### src/rtl/capt_pkg.sv
// Shared types for the capture timer.
// The edge-select encoding uses bit 0 to enable rising edges and bit 1 to
// enable falling edges; the edge detector decodes it in exactly that way.
package capt_pkg;
    typedef enum logic [1:0] {
        EDGE_NONE = 2'b00,
        EDGE_RISE = 2'b01,
        EDGE_FALL = 2'b10,
        EDGE_BOTH = 2'b11
    } edge_sel_e;
endpackage

### src/rtl/capt_filter.sv
// Input conditioner: an N-stage synchronizer followed by a persistence filter.
// A new synchronized level is accepted once it has differed from the current
// filtered level for FILT_CYC consecutive clocks.
// Assumes SYNC_STAGES >= 2 and FILT_CYC >= 1.
module capt_filter #(
    parameter int SYNC_STAGES = 2,
    parameter int FILT_CYC    = 3
) (
    input  logic clk,
    input  logic rst_n,
    input  logic raw_in,
    output logic filt_out
);
    localparam int RUN_W = $clog2(FILT_CYC + 1);
    localparam logic [RUN_W-1:0] LAST = RUN_W'(FILT_CYC - 1);

    logic [SYNC_STAGES-1:0] sync_q;
    logic                   sampled;
    logic [RUN_W-1:0]       run_q;
    logic                   filt_q;

    // Shift the raw input through the synchronizer chain.
    always_ff @(posedge clk) begin
        if (!rst_n) sync_q <= '0;
        else        sync_q <= {sync_q[SYNC_STAGES-2:0], raw_in};
    end

    assign sampled = sync_q[SYNC_STAGES-1];

    // Count how long the sampled level disagrees, and accept it at the limit.
    always_ff @(posedge clk) begin
        if (!rst_n) begin
            run_q  <= '0;
            filt_q <= 1'b0;
        end else if (sampled == filt_q) begin
            run_q <= '0;
        end else if (run_q == LAST) begin
            filt_q <= sampled;
            run_q  <= '0;
        end else begin
            run_q <= run_q + RUN_W'(1);
        end
    end

    assign filt_out = filt_q;

    // the filtered level only moves after a full run of disagreement.
    assert_filter_run_R9: assert property (@(posedge clk) disable iff (!rst_n)
        (filt_q != $past(filt_q)) |-> ($past(run_q) == LAST));

    // while the input agrees with the output, the output holds.
    assert_filter_hold_R9: assert property (@(posedge clk) disable iff (!rst_n)
        (sampled == filt_q) |=> (filt_q == $past(filt_q)));
endmodule

### src/rtl/capt_edge.sv
// Edge detector on the filtered input.
// It compares the current filtered level against the level seen one clock
// earlier, and raises a single-cycle event for the edge kinds that edge_sel
// enables. Assumes the filtered input is already synchronous to clk.
module capt_edge
    import capt_pkg::*;
(
    input  logic      clk,
    input  logic      rst_n,
    input  logic      filt_in,
    input  edge_sel_e sel,
    output logic      evt
);
    logic prev_q;
    logic rise, fall;

    // Remember the previous filtered level.
    always_ff @(posedge clk) begin
        if (!rst_n) prev_q <= 1'b0;
        else        prev_q <= filt_in;
    end

    // Decode the selected edge kinds into one capture event.
    always_comb begin
        rise = filt_in & ~prev_q;
        fall = ~filt_in & prev_q;
        evt  = (sel[0] & rise) | (sel[1] & fall);
    end

    // with no edges selected, no event is ever raised.
    assert_no_edge_off_R4: assert property (@(posedge clk) disable iff (!rst_n)
        (sel == EDGE_NONE) |-> !evt);

    // a rise-only selection never fires on a falling level.
    assert_rise_only_R4: assert property (@(posedge clk) disable iff (!rst_n)
        (sel == EDGE_RISE && evt) |-> filt_in);
endmodule

### src/rtl/capt_counter.sv
// Free-running up-counter with a programmable start value and limit.
// A reload request takes effect on the same clock, so the next value is the
// start value itself. Assumes init_val and mod_val are held steady while in use.
module capt_counter #(
    parameter int CNT_W = 16
) (
    input  logic             clk,
    input  logic             rst_n,
    input  logic [CNT_W-1:0] init_val,
    input  logic [CNT_W-1:0] mod_val,
    input  logic             reload,
    output logic [CNT_W-1:0] count
);
    logic [CNT_W-1:0] count_q;

    // Advance, wrap at the limit, or restart on a reload request.
    always_ff @(posedge clk) begin
        if (!rst_n)                  count_q <= '0;
        else if (reload)             count_q <= init_val;
        else if (count_q == mod_val) count_q <= init_val;
        else                         count_q <= count_q + CNT_W'(1);
    end

    assign count = count_q;

    // a plain clock steps the count by one.
    assert_step_R1: assert property (@(posedge clk) disable iff (!rst_n)
        (!reload && count_q != mod_val) |=> (count_q == $past(count_q) + CNT_W'(1)));

    // reaching the limit returns to the start value.
    assert_wrap_R2: assert property (@(posedge clk) disable iff (!rst_n)
        (!reload && count_q == mod_val) |=> (count_q == $past(init_val)));

    // a reload lands on the start value, not one past it.
    assert_reload_R7: assert property (@(posedge clk) disable iff (!rst_n)
        reload |=> (count_q == $past(init_val)));
endmodule

### src/rtl/capt_channel.sv
// Capture channel: latches the counter on an event, keeps a sticky flag,
// and forms the interrupt request. A capture outranks a clear on the same clock.
module capt_channel #(
    parameter int CNT_W = 16
) (
    input  logic             clk,
    input  logic             rst_n,
    input  logic             cap_evt,
    input  logic [CNT_W-1:0] count_in,
    input  logic             flag_clr,
    input  logic             irq_en,
    output logic [CNT_W-1:0] capture_val,
    output logic             flag,
    output logic             irq
);
    logic [CNT_W-1:0] cap_q;
    logic             flag_q;

    // Latch the counter value on each capture event.
    always_ff @(posedge clk) begin
        if (!rst_n)       cap_q <= '0;
        else if (cap_evt) cap_q <= count_in;
    end

    // Set the flag on capture; a clear only acts when no capture happens.
    always_ff @(posedge clk) begin
        if (!rst_n)        flag_q <= 1'b0;
        else if (cap_evt)  flag_q <= 1'b1;
        else if (flag_clr) flag_q <= 1'b0;
    end

    assign capture_val = cap_q;
    assign flag        = flag_q;
    assign irq         = flag_q & irq_en;

    // the register holds the count seen at the capture edge.
    assert_capture_R3: assert property (@(posedge clk) disable iff (!rst_n)
        cap_evt |=> (cap_q == $past(count_in)));

    // a capture always leaves the flag set, whatever the clear does.
    assert_flag_set_R5: assert property (@(posedge clk) disable iff (!rst_n)
        cap_evt |=> flag_q);

    // without a clear, the flag never drops.
    assert_flag_sticky_R5: assert property (@(posedge clk) disable iff (!rst_n)
        (flag_q && !flag_clr) |=> flag_q);

    // without an event, the captured value holds.
    assert_capture_hold_R3: assert property (@(posedge clk) disable iff (!rst_n)
        !cap_evt |=> $stable(cap_q));
endmodule

### src/rtl/capture_timer.sv
// Top level: one input-capture channel and the counter it samples.
// The chain is raw input -> synchronizer and filter -> edge detector ->
// capture channel. An optional reload of the counter on every capture lets the
// captured value read directly as a period or pulse width.
module capture_timer
    import capt_pkg::*;
#(
    parameter int CNT_W       = 16,
    parameter int SYNC_STAGES = 2,
    parameter int FILT_CYC    = 3
) (
    input  logic             clk,
    input  logic             rst_n,
    input  logic             chan_in,
    input  logic [1:0]       edge_sel,
    input  logic             reset_on_capture,
    input  logic             irq_en,
    input  logic [CNT_W-1:0] init_val,
    input  logic [CNT_W-1:0] mod_val,
    input  logic             flag_clr,
    output logic [CNT_W-1:0] count,
    output logic [CNT_W-1:0] capture_val,
    output logic             flag,
    output logic             irq
);
    logic             filt_lvl;
    logic             cap_evt;
    logic             reload;
    logic [CNT_W-1:0] count_w;

    capt_filter #(.SYNC_STAGES(SYNC_STAGES), .FILT_CYC(FILT_CYC)) u_filter (
        .clk      (clk),
        .rst_n    (rst_n),
        .raw_in   (chan_in),
        .filt_out (filt_lvl)
    );

    capt_edge u_edge (
        .clk     (clk),
        .rst_n   (rst_n),
        .filt_in (filt_lvl),
        .sel     (edge_sel_e'(edge_sel)),
        .evt     (cap_evt)
    );

    assign reload = cap_evt & reset_on_capture;

    capt_counter #(.CNT_W(CNT_W)) u_counter (
        .clk      (clk),
        .rst_n    (rst_n),
        .init_val (init_val),
        .mod_val  (mod_val),
        .reload   (reload),
        .count    (count_w)
    );

    capt_channel #(.CNT_W(CNT_W)) u_channel (
        .clk         (clk),
        .rst_n       (rst_n),
        .cap_evt     (cap_evt),
        .count_in    (count_w),
        .flag_clr    (flag_clr),
        .irq_en      (irq_en),
        .capture_val (capture_val),
        .flag        (flag),
        .irq         (irq)
    );

    assign count = count_w;

    // an interrupt is never raised while the enable is low.
    assert_irq_gate_R6: assert property (@(posedge clk) disable iff (!rst_n)
        !irq_en |-> !irq);

    // with restart off, a capture edge still steps the counter normally.
    assert_no_reload_R8: assert property (@(posedge clk) disable iff (!rst_n)
        (cap_evt && !reset_on_capture && count_w != mod_val)
        |=> (count_w == $past(count_w) + CNT_W'(1)));
endmodule

### config.mk
export PLATFORM = sky130hd
export DESIGN_NAME = capture_timer
export DESIGN_NICKNAME = d
export VERILOG_FILES = /design/src/rtl/capt_pkg.sv /design/src/rtl/capt_filter.sv /design/src/rtl/capt_edge.sv /design/src/rtl/capt_counter.sv /design/src/rtl/capt_channel.sv /design/src/rtl/capture_timer.sv
export SDC_FILE = /design/constraint.sdc
export NUM_CORES = 1
export LEC_CHECK = 0
export CAP_MARGIN = 20
export CORE_MARGIN = 2
export CORE_UTILIZATION = 32
export DETAILED_ROUTE_END_ITERATION = 10
export DONT_BUFFER_PORTS = 1
export HOLD_SLACK_MARGIN = 0.1
export SLEW_MARGIN = 10
export SYNTH_ARGS = -nofsm -noshare
export SYNTH_HDL_FRONTEND = slang
export SYNTH_SLANG_ARGS = --single-unit
export TNS_END_PERCENT = 10
### constraint.sdc
create_clock -name clk -period 4.75 [get_ports clk]
set_input_delay 1.425 -clock clk [delete_from_list [all_inputs] [get_ports clk]]
set_output_delay 1.425 -clock clk [all_outputs]
set_load 0.02 [all_outputs]
==> flow_metrics.env <==
export IMPL_outcome="finished clean"
export IMPL_met2_usage=0.227
export IMPL_synth_area_mm2=0.00196
export IMPL_cts_buffer_depth=2
export IMPL_io_buffer_count=0
export IMPL_clk_latency_ns=0.29
export IMPL_htreeDepth=2
export IMPL_cts_resized=0
export IMPL_critical_path_class="primary input to output port"
export IMPL_synth_top_area_cell="dfxtp_1"
export IMPL_critPathArrivalTime_ns=1.65
export IMPL_seqPwrFrac=0.582
export IMPL_async_reset_ff_frac=0
export IMPL_routabilityCongestion=0.773
export IMPL_avgViaCountPerCell=5.10
export IMPL_drv_cap=0
export IMPL_syn_area_per_cell_um2=9.69
export IMPL_crit_slowest_cell="and2_1"
export IMPL_track_usage=0.142
export IMPL_clock_root_buffer="clkbuf_8"
export IMPL_firstDrtPassIters=4
export IMPL_num_vias=1373
export IMPL_crit_chain="and2_1"
export IMPL_power_density_mw_per_mm2=283
export IMPL_io_pins=74
export IMPL_synth_top_cells_by_area="dfxtp_1, mux2i_1, xor2_1"
export IMPL_grt_antenna_before_repair=0
export IMPL_synth_fa_ha_area_frac=0.0128
export IMPL_p_clk_frac=0.385
export IMPL_drc=0
export IMPL_synth_nets=244
export IMPL_worstSetupEndpointType="output port"
export IMPL_layout_nets=236
export IMPL_synthCells=202
export IMPL_final_cell_count_no_fill=269
export IMPL_synth_top_family_by_area="simple AND/OR/NAND/NOR gates"
export IMPL_grt_max_degree=42
export IMPL_crit_family="simple AND/OR/NAND/NOR gates"
export IMPL_hpwl_um=3460
export IMPL_startpoint_type="primary input"
export IMPL_crit_fanout=1
export IMPL_use_met1=0.176
export IMPL_ys_seq_area_frac=0.399
export IMPL_report_final_setup_viol=0
export IMPL_holdBufCountCts=0
export IMPL_synthXorXnorAreaFrac=0.139
export IMPL_yosysTopAreaCellShare=0.399
export IMPL_drt_iter0_markers=66
export IMPL_drtAntennaViolNets=0
export IMPL_core_area_mm2=0.00592
export IMPL_ys_warn_count=0
export IMPL_start_util=0.331
export IMPL_grt_busiest_layer="met2"
export IMPL_critPathBufInv=0
export IMPL_internal_power_uw=455
export IMPL_syn_to_final_growth_pct=5.31
export IMPL_period_minus_slack_ns=3.08
export IMPL_place_inst=262
export IMPL_swShare=0.221
export IMPL_postCtsSetupRepairBufs=0
export IMPL_overflow=0
export IMPL_hold_class="flop to flop"
export IMPL_die_h_um=82.2
export IMPL_finClkSkew_ns=0.00698
export IMPL_irDropWorstVdd_mv=0.0913
export IMPL_comb_power_share=0.033
export IMPL_setup_tns_ns=0
export IMPL_ys_flop_type="dfxtp_1"
export IMPL_die_x_um=82.2
export IMPL_slew_limit_headroom=0.586
export IMPL_cp_slowest_stage_delay_ns=0.23
export IMPL_met3_usage=0.0511
export IMPL_ys_types=26
export IMPL_fp_row_count=28
export IMPL_grt_pass1_vias=1311
export IMPL_routedWlPerCell_um=17.5
export IMPL_finalCritPeriodShare=0.648
export IMPL_synth_compound_area_frac=0.0780
export IMPL_rsz0062_at_grt="no"
export IMPL_path_clk_slew_ns=0.07
export IMPL_synth_common_cells="dfxtp_1, nand3_1, xor2_1"
export IMPL_cts_sinks=39
export IMPL_synth_mux_area_frac=0.0921
export IMPL_drt_total_wl_um=4700
export IMPL_tightest_slew_ns=0.621
export IMPL_ys_ff_latch=39
export IMPL_num_antenna_cells=0
export IMPL_slew_violations=0
export IMPL_drive_gt1_frac=0.0670
export IMPL_required_ns=3.32
export IMPL_grt_pass1_wl_um=7090
export IMPL_hold_viol=0
export IMPL_synth_most_common_cell="dfxtp_1"
export IMPL_synthSimpleGateAreaFrac=0.228
export IMPL_numCtsBuffers=5
export IMPL_r2r_slack_ns=2.18
export IMPL_fmax_mhz=325
export IMPL_p_leak_uw=0.000854
export IMPL_power_switching_uw=129
export IMPL_cts_tree="built"
export IMPL_dieArea_mm2=0.00676
export IMPL_synth_edf_count=0
## final timing paths
kind,endpoint,cells after the start,from
worst max register to register,u_counter.count[2],5,u_counter.count[2]
worst min register to register,u_filter.run_q[0],1,u_filter.run_q[0]
worst min-delay path,u_filter.run_q[0],1,u_filter.run_q[0]
worst max-delay path,irq,1,irq_en
## stage by stage
| stage | setup WS [ns] | area, um^2 | power, uW | hold slack [ns] | utilization |
|---|---|---|---|---|---|
| 2_1_floorplan | 1.68 | 1960 | 366 | 0.392 | - |
| 3_3_place_gp | 1.44 | 1970 | 367 | 0.400 | 0.333 |
| 3_5_place_dp | 1.42 | 1970 | 367 | 0.413 | 0.333 |
| 4_1_cts | 1.67 | 2060 | 596 | 0.424 | 0.348 |
| 5_1_grt | 1.60 | 2060 | 613 | 0.442 | 0.348 |
| 6_report | 1.67 | 2060 | 584 | 0.419 | 0.348 |
## power groups by stage
| stage | logic [uW] | clock network, uW | registers, uW |
|---|---|---|---|
| 2_1_floorplan | 21.6 | 0 | 344 |
| 3_3_place_gp | 19.4 | 0 | 348 |
| 3_5_place_dp | 19.5 | 0 | 348 |
| 4_1_cts | 19.7 | 236 | 340 |
| 5_1_grt | 21.4 | 251 | 340 |
| 6_report | 19.4 | 225 | 340 |
## per-layer routing
metal	up-vias	share of wire
li1	678	-
met1	636	0.43
met2	55	0.48
met3	4	0.081
met4	0	0.011
met5	-	0
## cells in the final DEF (no fill, tap or decap), drive strengths merged, types with 4 or more instances in the layout
master,synthesis,final
dfxtp,39,39
xor2,19,19
nand3,19,19
mux2i,18,18
nor2b,18,18
o211a,13,13
xnor2,12,12
nand2,9,9
nor4,8,8
clkbuf,8,6
and2,5,5
nand4,5,5
nor3,4,4
## cell families (layout without fill, tap and decap cells)
kind of cell	Yosys count	after routing
and+or+nand+nor	76	76
DFF	39	39
xor gates and xnor gates	31	31
buffers and inverters	19	11
muxes	18	18
AOI/OAI and AO/OA	17	17
adders and majority gates	2	2
## cell type report
type / count / area, um^2
inverter: 3 / 11.3
clock inverter: 1 / 5.00
clock buffer: 6 / 82.6
tap: 75 / 93.8
multi-input combinational: 144 / 1080
fill: 619 / 3860
timing repair buffer: 1 / 7.51
sequential: 39 / 781
## state kept, by name (all words and copies together), names as in the netlist
| signal | count |
|---|---|
| u_edge.prev_q | 1 |
| u_filter.filt_out | 1 |
| u_filter.sync_q | 2 |
| u_channel.flag | 1 |
| u_filter.run_q | 2 |
| u_channel.capture_val | 16 |
| u_counter.count | 16 |
Note: power is estimated with default switching activity, not from simulation.
